$ cat src/rtl/ocp_alert_pkg.sv
package ocp_alert_pkg;

  typedef enum logic [1:0] {
    SEL_ENABLE  = 2'd0,
    SEL_THRESH  = 2'd1,
    SEL_CONTROL = 2'd2,
    SEL_NONE    = 2'd3
  } reg_sel_e;

  // enable register bit positions
  localparam int EN_SINGLE = 0;
  localparam int EN_QUAD   = 1;
  localparam int EN_CMP    = 2;
  localparam int EN_ARM    = 3;
  localparam int EN_CLEAR  = 4;
  localparam int EN_KEEP_W = 4;

  // sticky flag indices
  localparam int FLG_ADC = 0;
  localparam int FLG_CMP = 1;
  localparam int FLG_OFF = 2;
  localparam int FLG_N   = 3;

  typedef struct packed {
    logic off_alert;
    logic off_status;
    logic oc_alert;
    logic oc_live;
    logic adc_alert;
    logic adc_oc;
  } status_t;

endpackage

$ cat src/rtl/ocp_cfg_regs.sv
module ocp_cfg_regs
  import ocp_alert_pkg::*;
#(
  parameter int DATA_W = 8,
  parameter logic [DATA_W-1:0] THR_RESET = '1
) (
  input  logic                 clk,
  input  logic                 rst_n,
  input  logic                 wr_en,
  input  logic [1:0]           wr_sel,
  input  logic [DATA_W-1:0]    wr_data,
  output logic [EN_KEEP_W-1:0] en_q,
  output logic [DATA_W-1:0]    thr_q,
  output logic                 swoff_q,
  output logic                 clr_pulse
);

  logic wr_enable, wr_thresh, wr_control;
  logic unused_data_bits;

  assign wr_enable  = wr_en && (wr_sel == SEL_ENABLE);
  assign wr_thresh  = wr_en && (wr_sel == SEL_THRESH);
  assign wr_control = wr_en && (wr_sel == SEL_CONTROL);

  // clear acts only in the write cycle, so it is never stored
  assign clr_pulse = wr_enable && wr_data[EN_CLEAR];

  assign unused_data_bits = ^wr_data[DATA_W-1:EN_CLEAR];

  always_ff @(posedge clk or negedge rst_n) begin
    if (!rst_n) begin
      en_q    <= '0;
      thr_q   <= THR_RESET;
      swoff_q <= 1'b0;
    end else begin
      if (wr_enable)  en_q    <= wr_data[EN_KEEP_W-1:0];
      if (wr_thresh)  thr_q   <= wr_data;
      if (wr_control) swoff_q <= wr_data[0];
    end
  end

endmodule

$ cat src/rtl/ocp_adc_trip.sv
module ocp_adc_trip #(
  parameter int CODE_W  = 12,
  parameter int THR_W   = 8,
  parameter int RUN_LEN = 4
) (
  input  logic              clk,
  input  logic              rst_n,
  input  logic              smp_valid,
  input  logic [CODE_W-1:0] smp_code,
  input  logic [THR_W-1:0]  thr,
  input  logic              en_single,
  input  logic              en_quad,
  output logic              trip,
  output logic              over_q
);

  localparam int CNT_W = $clog2(RUN_LEN + 1);
  localparam logic [CNT_W-1:0] RUN_MAX  = CNT_W'(RUN_LEN);
  localparam logic [CNT_W-1:0] RUN_LAST = CNT_W'(RUN_LEN - 1);

  logic [THR_W-1:0] code_top;
  logic             over;
  logic [CNT_W-1:0] run_cnt;
  logic             run_done;

  assign code_top = smp_code[CODE_W-1 -: THR_W];
  assign over     = code_top > thr;
  assign run_done = run_cnt >= RUN_LAST;
  assign trip     = smp_valid && over && (en_single || (en_quad && run_done));

  always_ff @(posedge clk or negedge rst_n) begin
    if (!rst_n) begin
      run_cnt <= '0;
      over_q  <= 1'b0;
    end else if (smp_valid) begin
      over_q <= over;
      if (!over)                 run_cnt <= '0;
      else if (run_cnt != RUN_MAX) run_cnt <= run_cnt + 1'b1;
    end
  end

endmodule

$ cat src/rtl/ocp_sticky_flags.sv
module ocp_sticky_flags #(
  parameter int N = 3
) (
  input  logic         clk,
  input  logic         rst_n,
  input  logic [N-1:0] set_vec,
  input  logic         clr,
  output logic [N-1:0] flag_q
);

  for (genvar i = 0; i < N; i++) begin : g_flag
    always_ff @(posedge clk or negedge rst_n) begin
      if (!rst_n)          flag_q[i] <= 1'b0;
      else if (clr)        flag_q[i] <= 1'b0;
      else if (set_vec[i]) flag_q[i] <= 1'b1;
    end
  end

endmodule

$ cat src/rtl/ocp_alert_ctrl.sv
module ocp_alert_ctrl
  import ocp_alert_pkg::*;
#(
  parameter int CODE_W  = 12,
  parameter int THR_W   = 8,
  parameter int RUN_LEN = 4
) (
  input  logic              clk,
  input  logic              rst_n,
  input  logic              cfg_wr_en,
  input  logic [1:0]        cfg_wr_sel,
  input  logic [THR_W-1:0]  cfg_wr_data,
  input  logic              cmp_over,
  input  logic              code_valid,
  output logic              code_ready,
  input  logic [CODE_W-1:0] code_data,
  output logic              alert_od_en,
  output logic [5:0]        status
);

  logic [EN_KEEP_W-1:0] en_q;
  logic [THR_W-1:0]     thr_q;
  logic                 swoff_q;
  logic                 clr_pulse;
  logic                 adc_trip;
  logic                 adc_over_q;
  logic [FLG_N-1:0]     set_vec;
  logic [FLG_N-1:0]     flag_q;
  status_t              st;

  ocp_cfg_regs #(.DATA_W(THR_W)) u_regs (
    .clk       (clk),
    .rst_n     (rst_n),
    .wr_en     (cfg_wr_en),
    .wr_sel    (cfg_wr_sel),
    .wr_data   (cfg_wr_data),
    .en_q      (en_q),
    .thr_q     (thr_q),
    .swoff_q   (swoff_q),
    .clr_pulse (clr_pulse)
  );

  ocp_adc_trip #(.CODE_W(CODE_W), .THR_W(THR_W), .RUN_LEN(RUN_LEN)) u_trip (
    .clk       (clk),
    .rst_n     (rst_n),
    .smp_valid (code_valid),
    .smp_code  (code_data),
    .thr       (thr_q),
    .en_single (en_q[EN_SINGLE]),
    .en_quad   (en_q[EN_QUAD]),
    .trip      (adc_trip),
    .over_q    (adc_over_q)
  );

  assign set_vec[FLG_ADC] = adc_trip;
  assign set_vec[FLG_CMP] = en_q[EN_CMP] && cmp_over;
  assign set_vec[FLG_OFF] = en_q[EN_ARM] && swoff_q;

  ocp_sticky_flags #(.N(FLG_N)) u_flags (
    .clk     (clk),
    .rst_n   (rst_n),
    .set_vec (set_vec),
    .clr     (clr_pulse),
    .flag_q  (flag_q)
  );

  assign code_ready  = 1'b1;
  assign alert_od_en = |flag_q;

  always_comb begin
    st.adc_oc     = adc_over_q;
    st.adc_alert  = flag_q[FLG_ADC];
    st.oc_live    = cmp_over;
    st.oc_alert   = flag_q[FLG_CMP];
    st.off_status = swoff_q;
    st.off_alert  = flag_q[FLG_OFF];
  end
  assign status = st;

endmodule

$ cat config.mk
export PLATFORM = sky130hd
export DESIGN_NAME = ocp_alert_ctrl
export DESIGN_NICKNAME = d
export VERILOG_FILES = /design/src/rtl/ocp_alert_pkg.sv /design/src/rtl/ocp_cfg_regs.sv /design/src/rtl/ocp_adc_trip.sv /design/src/rtl/ocp_sticky_flags.sv /design/src/rtl/ocp_alert_ctrl.sv
export SDC_FILE = /design/constraint.sdc
export NUM_CORES = 1
export LEC_CHECK = 0
export ABC_AREA = 1
export ABC_CLOCK_PERIOD_IN_PS = 2200
export BUFFER_PORTS_ARGS = -buffer_cell sky130_fd_sc_hd__buf_2
export CORE_MARGIN = 2
export CORE_UTILIZATION = 50
export DETAILED_ROUTE_END_ITERATION = 8
export GPL_ROUTABILITY_DRIVEN = 0
export GPL_TIMING_DRIVEN = 1
export PLACE_DENSITY = 0.78
export SYNTH_ARGS = -nofsm -noshare
export SYNTH_HDL_FRONTEND = slang
export SYNTH_SLANG_ARGS = --single-unit
$ cat constraint.sdc
create_clock -name clk -period 2.2 [get_ports clk]
set_clock_uncertainty 0.15 [all_clocks]
set_input_delay 0.44 -clock clk [delete_from_list [all_inputs] [get_ports clk]]
set_output_delay 0.44 -clock clk [all_outputs]
set_load 0.1 [all_outputs]
After elaboration in Yosys (flattened, before gate mapping):

Index checks and enable logic that the tools add are counted.

* word-level logic and storage cells: 39
* input bits: 27
* output and inout bits: 8
* bits in registers: 20

* equality and inequality tests: 4
* mux-type cells: 8
* reductions and logical operators: 16
* order comparisons: 2
* add/sub/neg operators: 1

Operators with widths (number)
* 1-bit logical AND: 9
* 8-bit greater-than comparator: 1
* 1-bit 2-to-1 mux: 6
* 3-bit 2-to-1 mux: 2
* 2-bit nonzero test: 3
* 3-bit by 1-bit adder with 3-bit output (second input constant): 1
* 3-bit by 2-bit greater-or-equal comparator with 1-bit output (second input constant): 1
* 3-bit inequality test (second input constant): 1
* 3-bit OR reduction: 1
* 2-bit by 1-bit == test with 1-bit output (second input constant): 1
* 2-bit == test (second input constant): 1
* 2-bit zero test: 1
* 2-bit inequality test (second input constant): 1
* 2-bit AND reduction: 1
* 1-bit logical OR: 1

Logic depth before layout (Yosys ltp):

Gate-level depths: netlist (run 1).

* depth in word-level cells: 6
* gate-level depth with buffers: 13

Hierarchy:

From an unflattened synthesis (run 1), not the netlist that was laid out.

* cells, all modules: 153
* area total of the unflattened synthesis: 1237.4 sq um

Modules (own cells, without submodules)
* ocp_cfg_regs: instances 1, cells each 63, area each 588.1 sq um
* ocp_adc_trip: instances 1, cells each 69, area each 491.7 sq um
* ocp_sticky_flags: instances 1, cells each 9, area each 97.6 sq um
* ocp_alert_ctrl: instances 1, cells each 12, area each 60.1 sq um

Worst setup path after synthesis (run 1):

OpenSTA, ideal clock, no wires.

* path type: register -> output
* from: register u_flags.flag_q[0]
* to: output port alert_od_en
* arrival: 1.716 ns
* stages on the path, launching flop included: 3
* required time: 1.610 ns
* buffers on the path: 0
* path slack: -0.106 ns
* path through: dfrtp_1 > inv_1 > nand2_1

* word-level cells in the longest chain between the ends: 1

Ends and longest elaborated chain
* start, declared: line ocp_sticky_flags.sv:8 `output logic [N-1:0] flag_q`
* start signal, assigned by index: line ocp_sticky_flags.sv:13 `if (!rst_n) flag_q[i] <= 1'b0;`
* start signal, assigned by index: line ocp_sticky_flags.sv:14 `else if (clr) flag_q[i] <= 1'b0;`
* start signal, assigned by index: line ocp_sticky_flags.sv:15 `else if (set_vec[i]) flag_q[i] <= 1'b1;`
* 3-bit OR reduction: line ocp_alert_ctrl.sv:68 `assign alert_od_en = |flag_q;`
* end, declared: line ocp_alert_ctrl.sv:17 `output logic alert_od_en,`

No other way between the ends.

Worst setup path in the final report (run 1):

* from: register u_regs.thr_q[5]
* to: register u_trip.run_cnt[2]

* word-level cells in the longest chain between the ends: 3
* elaborated cells on any way between the ends: 4
* classes of those cells: order compare: 1; eq/ne: 1; mux: 1; reduce/logical: 1

Ends and longest elaborated chain
* start, declared: line ocp_cfg_regs.sv:13 `output logic [DATA_W-1:0] thr_q,`
* start signal, assigned: line ocp_cfg_regs.sv:37 `if (wr_thresh) thr_q <= wr_data;`
* 8-bit greater-than comparator *: line ocp_adc_trip.sv:27 `assign over = code_top > thr;`
* 2-bit inequality test (no line)
* 2-bit AND reduction (no line)
* end signal, assigned: line ocp_adc_trip.sv:38 `else if (run_cnt != RUN_MAX) run_cnt <= run_cnt + 1'b1;`
* end, declared: line ocp_adc_trip.sv:23 `logic [CNT_W-1:0] run_cnt;`

Mark *: on every way between the ends. The rest lies on a longest branch, timed or not.
A chain may end at the register's enable or synchronous reset.

==> results of run 1 <==
-- layout by cell type (no fill, tap or decap) --
cell type,count
nand2_2,4
clkbuf_4,3
dlygate4sd3_1,1
o21ai_0,8
o21ai_1,5
nor2_1,7
buf_2,29
inv_2,1
nor2_4,1
conb_1,1
a21oi_1,6
ha_1,11
a21oi_2,1
dfstp_2,8
nand3_2,3
nor2_2,1
nand4_2,1
a21o_1,2
nand2_1,29
clkbuf_1,1
dfrtp_1,12
clkinv_1,1
inv_1,29
nand3_1,1
nand4_1,4
-- through the flow --
step,std cells,cell area (um^2),setup WS (ns),power (mW)
after floorplan,141,1170,0.124,0.922
after global placement,193,1320,0.414,0.997
after detailed placement,193,1320,0.379,1.01
after CTS,198,1350,0.369,1.19
after global routing,198,1350,0.191,1.27
final,198,1350,0.341,1.18
-- power breakdown --
| part | switching [mW] | total, mW | internal (mW) |
|---|---|---|---|
| Clock | 0.105 | 0.176 | 0.0706 |
| Combinational | 0.387 | 0.508 | 0.122 |
| Sequential | 0.0414 | 0.496 | 0.455 |
-- routing by layer --
metal | global-route usage | share of wire | vias to the layer above | wire [um]
li1 | - | - | 495 | -
met1 | 0.224 | 0.47 | 423 | 962
met2 | 0.302 | 0.46 | 26 | 930
met3 | 0.0429 | 0.055 | 5 | 111
met4 | 0.0556 | 0.015 | 0 | 30
met5 | 0 | 0 | - | 0
-- flip-flops by register name (all words and copies together), names as in the netlist --
register        flops
u_trip.over_q       1
u_regs.swoff_q      1
u_flags.flag_q      3
u_regs.en_q         4
u_trip.run_cnt      3
u_regs.thr_q        8
-- final cells by class --
class	count	area (um^2)	share of cell area
clock buffers	4	26.3	0.0194
repair buffers	30	155	0.115
flip-flops and latches	20	510	0.377
well taps	28	35.0	0.0259
inverters	31	116	0.0860
multi-input cells	85	510	0.377
-- worst reg2reg max path, cell delays in order (launching register included) --
cell     delay [ns]
dfstp_2        0.53
inv_1          0.05
ha_1           0.29
a21oi_1        0.18
nor2_1         0.08
nor2_2         0.15
nand2_1        0.10
nand3_2        0.07
nand2_2        0.06
nand2_1        0.06
nand2_1        0.05
-- path summary, 6_finish.rpt --
check,from,end,slack (ns)
max in group asynchronous,rst_n,u_regs.thr_q[6],1.09
worst min-delay path,cfg_wr_data[3],u_regs.thr_q[3],0.21
worst max register to register,u_regs.thr_q[5],u_trip.run_cnt[2],0.34
worst min register to register,u_regs.thr_q[3],u_regs.thr_q[3],0.33
min in group asynchronous,rst_n,u_regs.en_q[0],0.47
worst max-delay path,u_regs.thr_q[5],u_trip.run_cnt[2],0.34
-- kinds of logic after synthesis --
group,count (synthesis),share of synthesized area
flip-flops,20,0.436
other,1,0.00321
AO/OA/AOI/OAI,22,0.102
buffers and inverters,36,0.129
adder cells (fa/ha/maj),11,0.118
AND/OR/NAND/NOR,51,0.212
-- what timing repair did --
action / 4_1_cts / 5_1_grt
setup buffers: 0 / 0
hold endpoints to repair: 12 / 0
hold buffers: 1 / 0
==> reports/results.tsv, run 1 <==
metric	value	unit
status	finished, final reports clean	
count leader, synth	nand2_1	
crit path launch type	flop	
CP most frequent cell	nand2_1	
CP max FO	3	
sequential share of the synthesized area	0.436	
later-pin clock latency in the skew report	0.30	ns
synth unique cells	23	
num ports	35	
synthesized flop and latch total	20	
number of hold violations in the final report	0	
Critical Path Slowest Stage Cell	dfstp_2	
Post-synth top cells	nand2_1, inv_1, dfrtp_1, ha_1	
1st-iter DRT viols	12	
clk buf depth	2	
drt wl/cell	10.3	um
CP Cell Sequence	inv_1 -> ha_1 -> a21oi_1 -> nor2_1 -> nor2_2 -> nand2_1 -> nand3_2 -> nand2_2 -> nand2_1 -> nand2_1	
Period Utilization, post-route	0.845	
Initial Utilization	0.529	
Hold Crit Depth	3	
layout cell share with drive strength beyond 1	0.306	
Mapped Area	1170	um^2
PostCTS Resize Cnt	0	
post-synth top area share	0.257	
first-pass GRT wire length	3.63	mm
post-layout util	0.612	
Total GRT Usage	0.179	
Max Freq	538	MHz
GRT overflow	0	
WP data required	2.25	ns
Synthesized Nets	179	
Rows	17	
CP Buf/Inv Count	1	
Layout area overhead	15.7	%
root buf cell	clkbuf_4	
Nets	209	
die width	52.4	um
Mean Syn Cell Area	8.30	um^2
Reg2Reg Depth	10	
clock slew at reported path FFs	0.11	ns
crit end category	flop	
Async SR Flop Fraction	1.00	
via density per instance	4.79	
height of the die	52.4	um
hold_ws	0.208	ns
CTS tree	yes	
Setup TNS	0	ns
clock sinks	20	
cts bufs inserted	3	
biggest area consumer among synthesized cells	dfrtp_1	
Initial DRT Pass Iterations	6	
ANT cells	0	
core area	2210	um^2
Ys Warns	0	
number of global-route vias before repair	925	
residual DRC count	0	
instance count on the critical path	10	
critical path class	reg -> reg	
via count	949	
Post-synth EDFFs	0	
synth top area cells	dfrtp_1, dfstp_2, ha_1	
RSZ-0062 raised after global routing	no	
die area	2740	um^2
Worst Hold Class	in -> reg	
hpwl dp	1.64	mm
drt total wl	2.04	mm
# port buffers	29	
Cell Pwr Density	872	nW/um^2
largest net degree at the start of global routing	21	
Synth Flop Type	dfrtp_1	
Worst IR Drop VDD	577	uV
Max-Cap Viols	0	
setup violators final	0	
CP peak stage delay	0.53	ns
CP arrival	1.91	ns
dominant delay contributor by cell family on the critical path	simple AND/OR/NAND/NOR gates	
Fillers	211	
Final min period	1.86	ns
Syn Inst Count	141	
initial antenna violation count	0	
final slew viol count	0	
Leakage Power	0.772	nW
H-tree Lvls	1	
DRT antenna net count	0	
Note: power is estimated with default switching activity, not from simulation.
==> run 2: changes to the inputs <==
ABC_AREA = 0   (was 1)
ABC_CLOCK_PERIOD_IN_PS = 1800   (was 2200)
clock period = 1.8 ns   (was 2.2 ns; I/O delays follow)
==> run 2 against run 1 <==
The run now ends with setup timing left. Sequential share of layout area down 2.7 points. Die area down 2.4%. Critical path depth decreased by 3. Cell area rose by 8.6%. Core utilization rose by 5.9 points. Synthesized area shrank 2.6%. Wire length grew 19%. First-iteration DRC count shrank 92%. Register-to-register slack worse by 0.54 ns. Critical endpoint is now u_flags.flag_q[0]. Largest cell class is now multi-input gates.
==> reports/results.tsv, run 2 <==
metric	value	unit	change
status	complete, but fails checks		was finished, final reports clean
failing checks	setup timing		
clk buf depth	2		unchanged
Hold Path Origin	cfg_wr_data[7]		was cfg_wr_data[3]
Max-Cap Viols	0		unchanged
crit end category	flop		unchanged
Reg2Reg Depth	7		was 10
Syn Inst Count	99		was 141
later-pin clock latency in the skew report	0.29	ns	was 0.30 ns
Initial DRT Pass Iterations	4		was 6
via density per instance	5.39		was 4.79
core area	2190	um^2	was 2210 um^2
post-layout util	0.671		was 0.612
setup violators final	5		was 0
layout cell share with drive strength beyond 1	0.576		was 0.306
GRT overflow	0		unchanged
Rows	17		unchanged
# port buffers	29		unchanged
Fillers	173		was 211
WP data required	1.86	ns	was 2.25 ns
post-synth top area share	0.263		was 0.257
CP max FO	5		was 3
clock sinks	20		unchanged
cts bufs inserted	3		unchanged
Final min period	2.00	ns	was 1.86 ns
height of the die	51.7	um	was 52.4 um
Top reg by flops	u_regs.thr_q		unchanged
synthesized flop and latch total	20		unchanged
Reg2Reg Setup Slack	-0.20	ns	was 0.34 ns
Max Freq	501	MHz	was 538 MHz
number of global-route vias before repair	915		was 925
die area	2680	um^2	was 2740 um^2
H-tree Lvls	1		unchanged
largest net degree at the start of global routing	21		unchanged
Ys Warns	0		unchanged
Reg-to-Reg End	u_flags.flag_q[0]		was u_trip.run_cnt[2]
Synth Flop Type	dfrtp_1		unchanged
num ports	35		unchanged
DRT antenna net count	0		unchanged
Mean Syn Cell Area	11.5	um^2	was 8.30 um^2
Layout area overhead	29.0	%	was 15.7%
die width	51.7	um	was 52.4 um
Post-synth EDFFs	0		unchanged
CP arrival	2.06	ns	was 1.91 ns
Leakage Power	0.652	nW	was 0.772 nW
setup ws final	-0.196	ns	was 0.341 ns
Hold Crit Depth	2		was 3
synth top area cells	dfrtp_1, dfstp_2, mux2_2		was dfrtp_1, dfstp_2, ha_1
biggest area consumer among synthesized cells	dfrtp_1		unchanged
critical path class	reg -> reg		unchanged
residual DRC count	0		unchanged
Nets	171		was 209
ANT cells	0		unchanged
CTS tree	yes		unchanged
end of the worst hold path	u_regs.thr_q[7]		was u_regs.thr_q[3]
Period Utilization, post-route	1.11		was 0.845
clock slew at reported path FFs	0.11	ns	about the same
1st-iter DRT viols	1		was 12
synth unique cells	31		was 23
Initial Utilization	0.520		was 0.529
drt wl/cell	15.1	um	was 10.3 um
Post-synth top cells	inv_1, mux2_2, dfrtp_1, ha_1, dfstp_2		was nand2_1, inv_1, dfrtp_1, ha_1
R2R Path Start	u_regs.thr_q[1]		was u_regs.thr_q[5]
Worst Hold Class	in -> reg		unchanged
Synthesized Nets	137		was 179
first-pass GRT wire length	4.05	mm	was 3.63 mm
placed cell count	153		was 193
RSZ-0062 raised after global routing	yes		was no
Worst IR Drop VDD	720	uV	was 577 uV
hpwl dp	1.74	mm	was 1.64 mm
Total GRT Usage	0.207		was 0.179
final slew viol count	0		unchanged
Mapped Area	1140	um^2	was 1170 um^2
initial antenna violation count	0		unchanged
root buf cell	clkbuf_4		unchanged
drt total wl	2.42	mm	was 2.04 mm
sequential share of the synthesized area	0.448		was 0.436
biggest regs	u_regs.thr_q x8, u_regs.en_q x4		unchanged
via count	862		was 949
crit path launch type	flop		unchanged
number of hold violations in the final report	0		unchanged
Non-Filler Instances	160		was 198
Largest register FFs	8		unchanged
Cell Pwr Density	1170	nW/um^2	was 872 nW/um^2
commonest non-fill, non-tap cell in the layout	buf_2		
Async SR Flop Fraction	1.00		unchanged
most frequent cells in the layout	buf_2, mux2_2, inv_1		was inv_1, nand2_1, buf_2
==> run 2: cell types whose count changed after synthesis, sizes merged, moves of 3 or more <==
cell,change
inv,-17
nand4,-3
mux2,+13
nor2,-4
nand2,-32
o21ai,-9
a211oi,+3
==> run 2: worst max-delay path by stage <==
stage               cells after the start                 to  slack [ns]       startpoint
floorplan                               7  u_trip.run_cnt[0]       -0.06  u_regs.thr_q[1]
global placement                        7  u_trip.run_cnt[2]       -0.13  u_regs.thr_q[1]
detailed placement                      7  u_trip.run_cnt[0]       -0.18  u_regs.thr_q[1]
CTS                                     7  u_trip.run_cnt[2]       -0.17  u_regs.thr_q[1]
global route                            7  u_flags.flag_q[0]       -0.28  u_regs.thr_q[1]
finish                                  7  u_flags.flag_q[0]       -0.20  u_regs.thr_q[1]
==> run 2: layout make-up <==
cell class,instances,area [um^2],share of cell area
Clock buffer,4,26.3,0.0179
Inverter,13,48.8,0.0332
Sequential cell,20,514,0.350
Timing Repair Buffer,33,193,0.131
Tap cell,28,35.0,0.0238
Multi-Input combinational cell,62,653,0.444
==> run 2: metrics by stage <==
step | hold slack [ns] | worst slack [ns] | cell area [um^2] | TNS, ns | power, mW
6_report | 0.143 | -0.196 | 1470 | -0.787 | 1.72
5_1_grt | 0.146 | -0.278 | 1470 | -1.21 | 1.83
2_1_floorplan | -0.0856 | -0.0586 | 1150 | -0.181 | 1.24
3_3_place_gp | 0.174 | -0.128 | 1310 | -0.488 | 1.36
4_1_cts | 0.145 | -0.170 | 1460 | -0.677 | 1.70
3_5_place_dp | 0.178 | -0.180 | 1310 | -0.763 | 1.41
==> run 2: worst max-delay path: stages (launching register included) <==
cell	delay (ns)
dfstp_2	0.55
inv_2	0.04
ha_4	0.26
nor2b_4	0.13
o211ai_1	0.14
a211oi_4	0.36
o21ai_2	0.12
a211oi_2	0.18
==> run 2: logic make-up after synthesis <==
| group | Yosys count | share of synthesized area |
|---|---|---|
| AO/OA/AOI/OAI | 19 | 0.132 |
| adder cells (fa/ha/maj) | 11 | 0.121 |
| buffers and inverters | 17 | 0.0692 |
| flip-flops | 20 | 0.448 |
| multiplexers | 13 | 0.128 |
| other | 1 | 0.00329 |
| AND/OR/NAND/NOR | 18 | 0.0988 |
==> run 2: repair_timing <==
action,in CTS,in global routing
hold buffers,1,0
buffers inserted,2,0
endpoints found under the hold margin,12,0
endpoints found under the setup margin,6,6
pin swaps,4,6
gates resized for setup,13,2
==> run 2: per-layer routing <==
layer  GRT usage  vias to the layer above  wire length, um
li1            -                      413                -
met1       0.252                      425              996
met2       0.370                       22             1330
met3      0.0144                        2               69
met4      0.0965                        0               25
met5           0                        -                0
==> run 2: where the power goes <==
part / total, mW / leakage, nW / internal [mW] / switching (mW)
combinational: 0.840 / 0.412 / 0.299 / 0.541
clock: 0.213 / 0.0150 / 0.0861 / 0.127
sequential: 0.669 / 0.226 / 0.588 / 0.0811
total: 1.72 / 0.652 / 0.973 / 0.749
